--- src/rtl/intc_pkg.sv ---
package intc_pkg;

  // Width of a priority or threshold value.
  localparam int unsigned PRIO_BITS = 3;
  localparam int unsigned MAX_PRIO  = (1 << PRIO_BITS) - 1;

  // Address window hit by a write.
  typedef enum logic [2:0] {
    WIN_NONE,
    WIN_PRIO,
    WIN_PEND,
    WIN_EN,
    WIN_CTX
  } win_e;

endpackage

--- src/rtl/intc_write_decode.sv ---
module intc_write_decode
  import intc_pkg::*;
#(
  parameter int unsigned NUM_SOURCES    = 32,
  parameter int unsigned NUM_CONTEXTS   = 2,
  parameter int unsigned ADDR_W         = 32,
  parameter int unsigned DATA_W         = 32,
  parameter int unsigned ENABLE_STRIDE  = 'h80,
  parameter int unsigned CONTEXT_STRIDE = 'h1000,
  parameter logic [ADDR_W-1:0] PRIO_BASE = 'h0,
  parameter logic [ADDR_W-1:0] PEND_BASE = 'h1000,
  parameter logic [ADDR_W-1:0] EN_BASE   = 'h2000,
  parameter logic [ADDR_W-1:0] CTX_BASE  = 'h200000,
  localparam int unsigned IDW       = $clog2(NUM_SOURCES),
  localparam int unsigned CW        = (NUM_CONTEXTS > 1) ? $clog2(NUM_CONTEXTS) : 1,
  localparam int unsigned NUM_WORDS = (NUM_SOURCES + 31) / 32,
  localparam int unsigned WW        = (NUM_WORDS > 1) ? $clog2(NUM_WORDS) : 1
) (
  input  logic              wr_valid_i,
  input  logic [ADDR_W-1:0] wr_addr_i,
  input  logic [DATA_W-1:0] wr_data_i,
  output logic              prio_we_o,
  output logic [IDW-1:0]    prio_id_o,
  output logic              en_we_o,
  output logic [CW-1:0]     en_ctx_o,
  output logic [WW-1:0]     en_word_o,
  output logic              thr_we_o,
  output logic              cpl_we_o,
  output logic [CW-1:0]     ctx_o,
  output logic [IDW-1:0]    cpl_id_o,
  output logic              illegal_o
);

  localparam logic [ADDR_W-1:0] PRIO_SPAN = ADDR_W'((NUM_SOURCES - 1) * 4);
  localparam logic [ADDR_W-1:0] PEND_SPAN = ADDR_W'(NUM_SOURCES / 8);
  localparam logic [ADDR_W-1:0] EN_SPAN   = ADDR_W'(NUM_CONTEXTS * ENABLE_STRIDE);
  localparam logic [ADDR_W-1:0] CTX_SPAN  = ADDR_W'(NUM_CONTEXTS * CONTEXT_STRIDE);
  localparam logic [ADDR_W-1:0] EN_MASK   = ADDR_W'(ENABLE_STRIDE - 1);
  localparam logic [ADDR_W-1:0] CTX_MASK  = ADDR_W'(CONTEXT_STRIDE - 1);
  localparam int unsigned EN_SH  = $clog2(ENABLE_STRIDE);
  localparam int unsigned CTX_SH = $clog2(CONTEXT_STRIDE);

  // Overflow-free window test: at or above base, distance below span.
  function automatic logic hit(input logic [ADDR_W-1:0] a,
                               input logic [ADDR_W-1:0] base,
                               input logic [ADDR_W-1:0] span);
    return (a >= base) && ((a - base) < span);
  endfunction

  win_e              win;
  logic              en_ok;
  logic [ADDR_W-1:0] ctx_off;
  logic              thr_sel;
  logic              cpl_sel;

  always_comb begin
    if (hit(wr_addr_i, PRIO_BASE, PRIO_SPAN))      win = WIN_PRIO;
    else if (hit(wr_addr_i, PEND_BASE, PEND_SPAN)) win = WIN_PEND;
    else if (hit(wr_addr_i, EN_BASE, EN_SPAN))     win = WIN_EN;
    else if (hit(wr_addr_i, CTX_BASE, CTX_SPAN))   win = WIN_CTX;
    else                                           win = WIN_NONE;
  end

  assign en_ok   = ((wr_addr_i & EN_MASK) >> 2) < ADDR_W'(NUM_WORDS);
  assign ctx_off = wr_addr_i & CTX_MASK;
  assign thr_sel = (ctx_off == ADDR_W'(0)) && (wr_data_i <= DATA_W'(MAX_PRIO));
  assign cpl_sel = (ctx_off == ADDR_W'(4)) && (wr_data_i < DATA_W'(NUM_SOURCES));

  assign prio_we_o = wr_valid_i && (win == WIN_PRIO);
  assign prio_id_o = IDW'((wr_addr_i - PRIO_BASE) >> 2) + IDW'(1);
  assign en_we_o   = wr_valid_i && (win == WIN_EN) && en_ok;
  assign en_ctx_o  = CW'((wr_addr_i - EN_BASE) >> EN_SH);
  assign en_word_o = WW'((wr_addr_i & EN_MASK) >> 2);
  assign ctx_o     = CW'((wr_addr_i - CTX_BASE) >> CTX_SH);
  assign thr_we_o  = wr_valid_i && (win == WIN_CTX) && thr_sel;
  assign cpl_we_o  = wr_valid_i && (win == WIN_CTX) && cpl_sel;
  assign cpl_id_o  = IDW'(wr_data_i);

  assign illegal_o = wr_valid_i &&
                     ((win == WIN_NONE) || (win == WIN_PEND) ||
                      ((win == WIN_EN) && !en_ok) ||
                      ((win == WIN_CTX) && !(thr_sel || cpl_sel)));

endmodule

--- src/rtl/intc_source_state.sv ---
module intc_source_state
  import intc_pkg::*;
#(
  parameter int unsigned NUM_SOURCES = 32,
  localparam int unsigned IDW = $clog2(NUM_SOURCES)
) (
  input  logic                           clk_i,
  input  logic                           rst_ni,
  input  logic                           prio_we_i,
  input  logic [IDW-1:0]                 prio_id_i,
  input  logic [PRIO_BITS-1:0]           prio_val_i,
  input  logic [NUM_SOURCES-1:0]         level_i,
  input  logic                           claim_valid_i,
  input  logic [IDW-1:0]                 claim_id_i,
  input  logic                           cpl_we_i,
  input  logic [IDW-1:0]                 cpl_id_i,
  output logic [NUM_SOURCES*PRIO_BITS-1:0] prio_o,
  output logic [NUM_SOURCES-1:0]         active_o
);

  logic [PRIO_BITS-1:0]   prio_q [NUM_SOURCES];
  logic [NUM_SOURCES-1:0] pend_q, pend_d;
  logic [NUM_SOURCES-1:0] clm_q, clm_d;
  logic                   flag_en;

  // Next state of the pending and claimed bitmaps; a claim wins over a
  // completion of the same source in the same cycle.
  always_comb begin
    clm_d = clm_q;
    if (cpl_we_i)      clm_d[cpl_id_i]   = 1'b0;
    if (claim_valid_i) clm_d[claim_id_i] = 1'b1;
    clm_d[0] = 1'b0;
    pend_d = pend_q | (level_i & ~clm_q);
    if (claim_valid_i) pend_d[claim_id_i] = 1'b0;
    pend_d[0] = 1'b0;
  end

  assign flag_en = claim_valid_i || cpl_we_i || (|level_i);

  always_ff @(posedge clk_i or negedge rst_ni) begin
    if (!rst_ni) begin
      pend_q <= '0;
      clm_q  <= '0;
    end else if (flag_en) begin
      pend_q <= pend_d;
      clm_q  <= clm_d;
    end
  end

  always_ff @(posedge clk_i or negedge rst_ni) begin
    if (!rst_ni) begin
      for (int s = 0; s < NUM_SOURCES; s++) prio_q[s] <= '0;
    end else if (prio_we_i && (prio_id_i != '0)) begin
      prio_q[prio_id_i] <= prio_val_i;
    end
  end

  assign active_o = pend_q & ~clm_q;

  for (genvar s = 0; s < NUM_SOURCES; s++) begin : g_src
    assign prio_o[s*PRIO_BITS +: PRIO_BITS] = prio_q[s];
    if (s != 0) begin : g_chk
      // the addressed source keeps the written low bits
      p_prio_store_r1: assert property (@(posedge clk_i) disable iff (!rst_ni)
        (prio_we_i && (prio_id_i == IDW'(s))) |=> (prio_q[s] == $past(prio_val_i)));
    end
  end

  // a claim leaves its source claimed and not pending
  p_claim_effect_r8: assert property (@(posedge clk_i) disable iff (!rst_ni)
    (claim_valid_i && (claim_id_i != '0)) |=>
      (clm_q[$past(claim_id_i)] && !pend_q[$past(claim_id_i)]));

endmodule

--- src/rtl/intc_context_eval.sv ---
module intc_context_eval
  import intc_pkg::*;
#(
  parameter int unsigned NUM_SOURCES = 32,
  localparam int unsigned NUM_WORDS = (NUM_SOURCES + 31) / 32,
  localparam int unsigned WW        = (NUM_WORDS > 1) ? $clog2(NUM_WORDS) : 1,
  localparam int unsigned EN_BITS   = NUM_WORDS * 32
) (
  input  logic                             clk_i,
  input  logic                             rst_ni,
  input  logic                             en_we_i,
  input  logic [WW-1:0]                    en_word_i,
  input  logic [31:0]                      en_data_i,
  input  logic                             thr_we_i,
  input  logic [PRIO_BITS-1:0]             thr_val_i,
  input  logic [NUM_SOURCES*PRIO_BITS-1:0] prio_i,
  input  logic [NUM_SOURCES-1:0]           active_i,
  output logic                             irq_o
);

  logic [EN_BITS-1:0]     en_q, en_d;
  logic [PRIO_BITS-1:0]   thr_q;
  logic [NUM_SOURCES-1:0] above;

  always_comb begin
    en_d = en_q;
    en_d[en_word_i*32 +: 32] = en_data_i;
  end

  always_ff @(posedge clk_i or negedge rst_ni) begin
    if (!rst_ni)      en_q <= '0;
    else if (en_we_i) en_q <= en_d;
  end

  always_ff @(posedge clk_i or negedge rst_ni) begin
    if (!rst_ni)       thr_q <= '0;
    else if (thr_we_i) thr_q <= thr_val_i;
  end

  for (genvar s = 0; s < NUM_SOURCES; s++) begin : g_cmp
    assign above[s] = prio_i[s*PRIO_BITS +: PRIO_BITS] > thr_q;
  end

  assign irq_o = |(active_i & en_q[NUM_SOURCES-1:0] & above);

  // strict comparison means the top threshold masks everything
  p_irq_thr_r9: assert property (@(posedge clk_i) disable iff (!rst_ni)
    irq_o |-> (thr_q != PRIO_BITS'(MAX_PRIO)));

endmodule

--- src/rtl/intc_regfile.sv ---
module intc_regfile
  import intc_pkg::*;
#(
  parameter int unsigned NUM_SOURCES    = 32,
  parameter int unsigned NUM_CONTEXTS   = 2,
  parameter int unsigned ENABLE_STRIDE  = 'h80,
  parameter int unsigned CONTEXT_STRIDE = 'h1000,
  parameter logic [31:0] PRIO_BASE      = 32'h0,
  parameter logic [31:0] PEND_BASE      = 32'h1000,
  parameter logic [31:0] EN_BASE        = 32'h2000,
  parameter logic [31:0] CTX_BASE       = 32'h200000,
  localparam int unsigned IDW       = $clog2(NUM_SOURCES),
  localparam int unsigned CW        = (NUM_CONTEXTS > 1) ? $clog2(NUM_CONTEXTS) : 1,
  localparam int unsigned NUM_WORDS = (NUM_SOURCES + 31) / 32,
  localparam int unsigned WW        = (NUM_WORDS > 1) ? $clog2(NUM_WORDS) : 1
) (
  input  logic                    clk_i,
  input  logic                    rst_ni,
  input  logic                    wr_valid_i,
  input  logic [31:0]             wr_addr_i,
  input  logic [31:0]             wr_data_i,
  input  logic [NUM_SOURCES-1:0]  src_level_i,
  input  logic                    claim_valid_i,
  input  logic [IDW-1:0]          claim_id_i,
  output logic [NUM_CONTEXTS-1:0] irq_o,
  output logic                    err_o
);

  logic           prio_we, en_we, thr_we, cpl_we, illegal;
  logic [IDW-1:0] prio_id, cpl_id;
  logic [CW-1:0]  en_ctx, ctx;
  logic [WW-1:0]  en_word;
  logic [NUM_SOURCES*PRIO_BITS-1:0] prio_flat;
  logic [NUM_SOURCES-1:0] active;
  logic           err_q;

  intc_write_decode #(
    .NUM_SOURCES(NUM_SOURCES), .NUM_CONTEXTS(NUM_CONTEXTS),
    .ADDR_W(32), .DATA_W(32),
    .ENABLE_STRIDE(ENABLE_STRIDE), .CONTEXT_STRIDE(CONTEXT_STRIDE),
    .PRIO_BASE(PRIO_BASE), .PEND_BASE(PEND_BASE),
    .EN_BASE(EN_BASE), .CTX_BASE(CTX_BASE)
  ) i_dec (
    .wr_valid_i(wr_valid_i), .wr_addr_i(wr_addr_i), .wr_data_i(wr_data_i),
    .prio_we_o(prio_we), .prio_id_o(prio_id),
    .en_we_o(en_we), .en_ctx_o(en_ctx), .en_word_o(en_word),
    .thr_we_o(thr_we), .cpl_we_o(cpl_we), .ctx_o(ctx),
    .cpl_id_o(cpl_id), .illegal_o(illegal)
  );

  intc_source_state #(.NUM_SOURCES(NUM_SOURCES)) i_src (
    .clk_i(clk_i), .rst_ni(rst_ni),
    .prio_we_i(prio_we), .prio_id_i(prio_id),
    .prio_val_i(wr_data_i[PRIO_BITS-1:0]),
    .level_i(src_level_i),
    .claim_valid_i(claim_valid_i), .claim_id_i(claim_id_i),
    .cpl_we_i(cpl_we), .cpl_id_i(cpl_id),
    .prio_o(prio_flat), .active_o(active)
  );

  for (genvar c = 0; c < NUM_CONTEXTS; c++) begin : g_ctx
    intc_context_eval #(.NUM_SOURCES(NUM_SOURCES)) i_ctx (
      .clk_i(clk_i), .rst_ni(rst_ni),
      .en_we_i(en_we && (en_ctx == CW'(c))),
      .en_word_i(en_word), .en_data_i(wr_data_i),
      .thr_we_i(thr_we && (ctx == CW'(c))),
      .thr_val_i(wr_data_i[PRIO_BITS-1:0]),
      .prio_i(prio_flat), .active_i(active),
      .irq_o(irq_o[c])
    );
  end

  always_ff @(posedge clk_i or negedge rst_ni) begin
    if (!rst_ni) err_q <= 1'b0;
    else         err_q <= illegal;
  end

  assign err_o = err_q;

  // an error pulse is always caused by a write one edge earlier
  p_err_cause_r7: assert property (@(posedge clk_i) disable iff (!rst_ni)
    err_o |-> $past(wr_valid_i));

  // an over-range threshold value is flagged
  p_thr_range_r4: assert property (@(posedge clk_i) disable iff (!rst_ni)
    (wr_valid_i && (wr_addr_i == CTX_BASE) && (wr_data_i > 32'(MAX_PRIO))) |=> err_o);

  // an over-range completion ID is flagged
  p_cpl_range_r5: assert property (@(posedge clk_i) disable iff (!rst_ni)
    (wr_valid_i && (wr_addr_i == CTX_BASE + 32'd4) &&
     (wr_data_i >= 32'(NUM_SOURCES))) |=> err_o);

endmodule

--- config.mk ---
export PLATFORM = sky130hd
export DESIGN_NAME = intc_regfile
export DESIGN_NICKNAME = d
export VERILOG_FILES = /design/src/rtl/intc_pkg.sv /design/src/rtl/intc_write_decode.sv /design/src/rtl/intc_source_state.sv /design/src/rtl/intc_context_eval.sv /design/src/rtl/intc_regfile.sv
export SDC_FILE = /design/constraint.sdc
export NUM_CORES = 1
export LEC_CHECK = 0
export ABC_AREA = 0
export BUFFER_PORTS_ARGS = -buffer_cell sky130_fd_sc_hd__buf_2
export CORE_MARGIN = 8
export CORE_UTILIZATION = 56
export CTS_BUF_LIST = sky130_fd_sc_hd__clkbuf_8 sky130_fd_sc_hd__clkbuf_16
export DETAILED_ROUTE_END_ITERATION = 12
export GPL_ROUTABILITY_DRIVEN = 0
export GPL_TIMING_DRIVEN = 0
export PLACE_DENSITY_LB_ADDON = 0.1
export SLEW_MARGIN = 0
export SYNTH_ARGS = -nofsm -noshare
export SYNTH_HDL_FRONTEND = slang
export SYNTH_HIERARCHICAL = 1
export SYNTH_SLANG_ARGS = --single-unit
--- constraint.sdc ---
create_clock -name clk_i -period 2.2 [get_ports clk_i]
set_input_delay 0.33 -clock clk_i [delete_from_list [all_inputs] [get_ports clk_i]]
set_output_delay 0.33 -clock clk_i [all_outputs]
set_load 0.03 [all_outputs]
==> impl_metrics.ini <==
[logic_synthesis]
ys.flop_type = dfrtp_1
synth.ff_latch_count = 229
synth_top_cells_by_area = dfrtp_1 (40%), ha_1 (17%), mux2_2 (7.2%)
mappedNetlistNets = 1652
synth_top_cell_by_area = dfrtp_1
synth.top_cell.area_share_pct = 39.7
synth_cells = 1348
synth-seq-area-share_pct = 39.7
synth.lib_cells_used.distinct = 51
syn_avg_cell_area_um2 = 10.7
synth-warning-count = 6
asyncSetResetFlopFracSynth_pct = 100
synth_area_mm2 = 0.0145
synth-edff-count = 0

[routing]
avgRoutedWirePerCell_um = 25.0
detail_route.vias_per_cell = 6.27
drt-total-wl_mm = 47.0
number_of_drc_violations_after_detailed_routing_iteration_0 = 788
detail_route.drc_violations = 0
dr_total_vias = 11800
detailedRoute.firstPassIterationCount = 5
ant_nets = 0

[critical_path]
critical_path_buf_inv_count = 5
slowest_delay_ns = 0.41
worst_ep_required_time_ns = 1.87
nature_of_the_critical_path_startpoint = flip-flop
cp_cell_sequence = buf_12 > clkinvlp_4 > buf_12 > buf_12 > ha_4 > nor2b_4 > o311ai_2 > o22ai_2 > nor4_2 > nand4_1 > buf_6
critical-path-slowest-cell = dfrtp_2
worst_path_dominant_cell_family = buffers and inverters
worstPathArrival_ns = 3.13
maximum_fanout_count_along_the_critical_path = 5
critical_path_most_common_cell = buf_12
critPathCaptureType = output pin
crit_type = flip-flop to output pin

[global_routing]
antenna_found_initial = 0
grt.total_usage_pct = 29.1
grt_max_degree = 100
grt_pass1_vias = 12300
grt_first_pass_wirelength_mm = 69.6
sum_of_overflow_across_all_layers_after_global_routing = 0

[clocking]
clock_sink_count = 229
root_buffer = clkbuf_16
tritoncts = done
clkSlewWorstSetupHoldPaths_ns = 0.07
cts-buffers-inserted = 26
clock_path_buffers = 3
clk-insertion-delay-late_ns = 0.54
cts-htree-levels = 1

[sta]
setup_repair_after_global_routing_missed_its_margin = yes
slew-limit-headroom_pct = 34.9
timing.clock.skew_ns = 0.00764
setup_viol_count_final = 82
shortest_period_the_worst_path_allows_ns = 3.46
maxClockFrequency_ghz = 0.289
worst_pin_slew_ns = 0.975
final_critical_path_setup_slack_ns = -1.26
final-hold-violation-count = 0
holdWs_ns = 0.0647
timing.final.crit_share_pct = 157
finalMaxSlewViolations = 0

[pwr]
power.leakage_nw = 8.61
totalPowerFinal_mw = 10.3
power.density_cell_area_mw_per_mm2 = 549
vdd_ir_drop_max_mv = 0.631

[die]
core_mm2 = 0.0257
initial_standard_cell_utilization_of_the_core_pct = 56.3
height_of_the_chip_um = 177
row_count = 59
boundaryPins = 108
fp.dieArea_mm2 = 0.0312
fp.dieW_um = 177

[job]
drv.max_cap_violation_count = 0

[cells_and_area]
post-route-util_pct = 72.8
final_net_count = 1832
nFillCells = 1804
finish.instance_area_mm2 = 0.0187
final_cell_mix = dfrtp_1 (225), ha_1 (172), buf_2 (101), inv_1 (92)
most_frequent_standard_cell_in_the_layout_excluding_fill_and_tap_cells = dfrtp_1
insertedDiodeCount = 0
area.growth.synth_to_final_pct = 29.4
drive_above_1_share_pct = 36.8

[hold_path]
worst_hold_path_type = primary input to flip-flop

[status]
status = finished, violations left
violations_in_the_final_reports = setup timing

[placement]
placedInstanceArea_mm2 = 0.0156
detailed_place_hpwl_mm = 30.4
numPortBuffers = 105
==> metal layers <==
layer,global-route usage (%),vias up,share of wire [%]
met5,0,-,0
met2,47.8,366,48
met1,36.4,5960,41
li1,-,5372,-
met3,5.27,112,6.3
met4,14.7,0,5.4
==> cell type report <==
class                      count  area, µm²  area share [%]
inverter                      99        389            2.08
buffer                        36        258            1.38
tap                          335        419            2.24
clock inverter                19        240            1.28
multi-input combinational    981       9640            51.5
sequential                   229       5740            30.7
clock buffer                  29        703            3.76
timing repair inverter         2       15.0          0.0803
timing repair buffer         153       1300            6.96
==> cells in the mapped netlist (4+ instances only) <==
cell type / instances
o22a_1: 8
a21oi_1: 47
o21ai_0: 131
nor3_1: 9
or3_1: 4
mux2_1: 67
nand4b_1: 4
clkbuf_1: 22
dfrtp_1: 229
buf_4: 9
nand3_1: 77
buf_2: 8
nand2b_1: 9
inv_1: 99
nand3b_1: 9
o311ai_1: 50
ha_1: 199
mux2_2: 92
o311ai_0: 8
o22ai_1: 32
nand4_1: 7
nor2b_1: 104
or3b_2: 6
nand2_1: 25
nor2_1: 27
o311ai_4: 6
xnor2_1: 6
nor4_1: 15
==> state kept, by name, indices dropped and copies added, names as in the netlist <==
register and cells:
i_src/prio_o 96, g_ctx.i_ctx/en_q 64, i_src/clm_q 31, i_src/pend_q 31, g_ctx.i_ctx/thr_q 6, err_o 1
==> kinds of logic (layout without fill, tap and decap cells) <==
| kind of cell | after synthesis | count (layout) | share of synthesized area, % |
|---|---|---|---|
| AOI/OAI and AO/OA | 287 | 287 | 13.0 |
| xor gates and xnor gates | 9 | 9 | 0.545 |
| adders and majority gates | 199 | 199 | 17.2 |
| buffers and inverters | 138 | 338 | 3.89 |
| DFF | 229 | 229 | 39.7 |
| muxes | 160 | 160 | 12.5 |
| other | 1 | 1 | 0.0259 |
| and+or+nand+nor | 325 | 325 | 13.2 |
==> repair_timing <==
action	in CTS	in global routing
resized for setup	197	159
hold buffers	1	0
gates cloned	8	1
setup buffers	28	14
endpoints found under the setup margin	196	163
pin swaps	44	53
endpoints found under the hold margin	55	0
==> power by group <==
part           switching [mW]  internal, mW  leakage [nW]
Clock                    1.88          2.89         0.460
Combinational           0.703         0.313          5.22
Sequential              0.124          4.36          2.94
Total                    2.70          7.56          8.61
==> through the flow <==
stage | setup slack [ns] | instances | TNS [ns]
floorplan | -0.415 | 1348 | -64.07
global placement | -3.31 | 1788 | -924.20
detailed placement | -1.66 | 1792 | -176.75
CTS | -1.16 | 1877 | -12.23
global route | -1.33 | 1883 | -18.89
finish | -1.26 | 1883 | -13.14
==> path summary, 6_finish.rpt <==
path / from / depth (start not counted) / end / slack (ns)
worst max-delay path: g_ctx[0].i_ctx/thr_q[1] / 11 / irq_o[0] / -1.26
worst min-delay path: wr_data_i[7] / 2 / g_ctx[0].i_ctx/en_q[7] / 0.06
worst max register to register: g_ctx[1].i_ctx/thr_q[0] / 2 / g_ctx[1].i_ctx/thr_q[0] / 0.87
worst min register to register: i_src/prio_o[0] / 1 / i_src/prio_o[0] / 0.48
max in group asynchronous: rst_ni / 3 / g_ctx[1].i_ctx/thr_q[0] / 0.98
min in group asynchronous: rst_ni / 2 / i_src/pend_q[26] / 0.32
(Power assumes the default switching activity.)
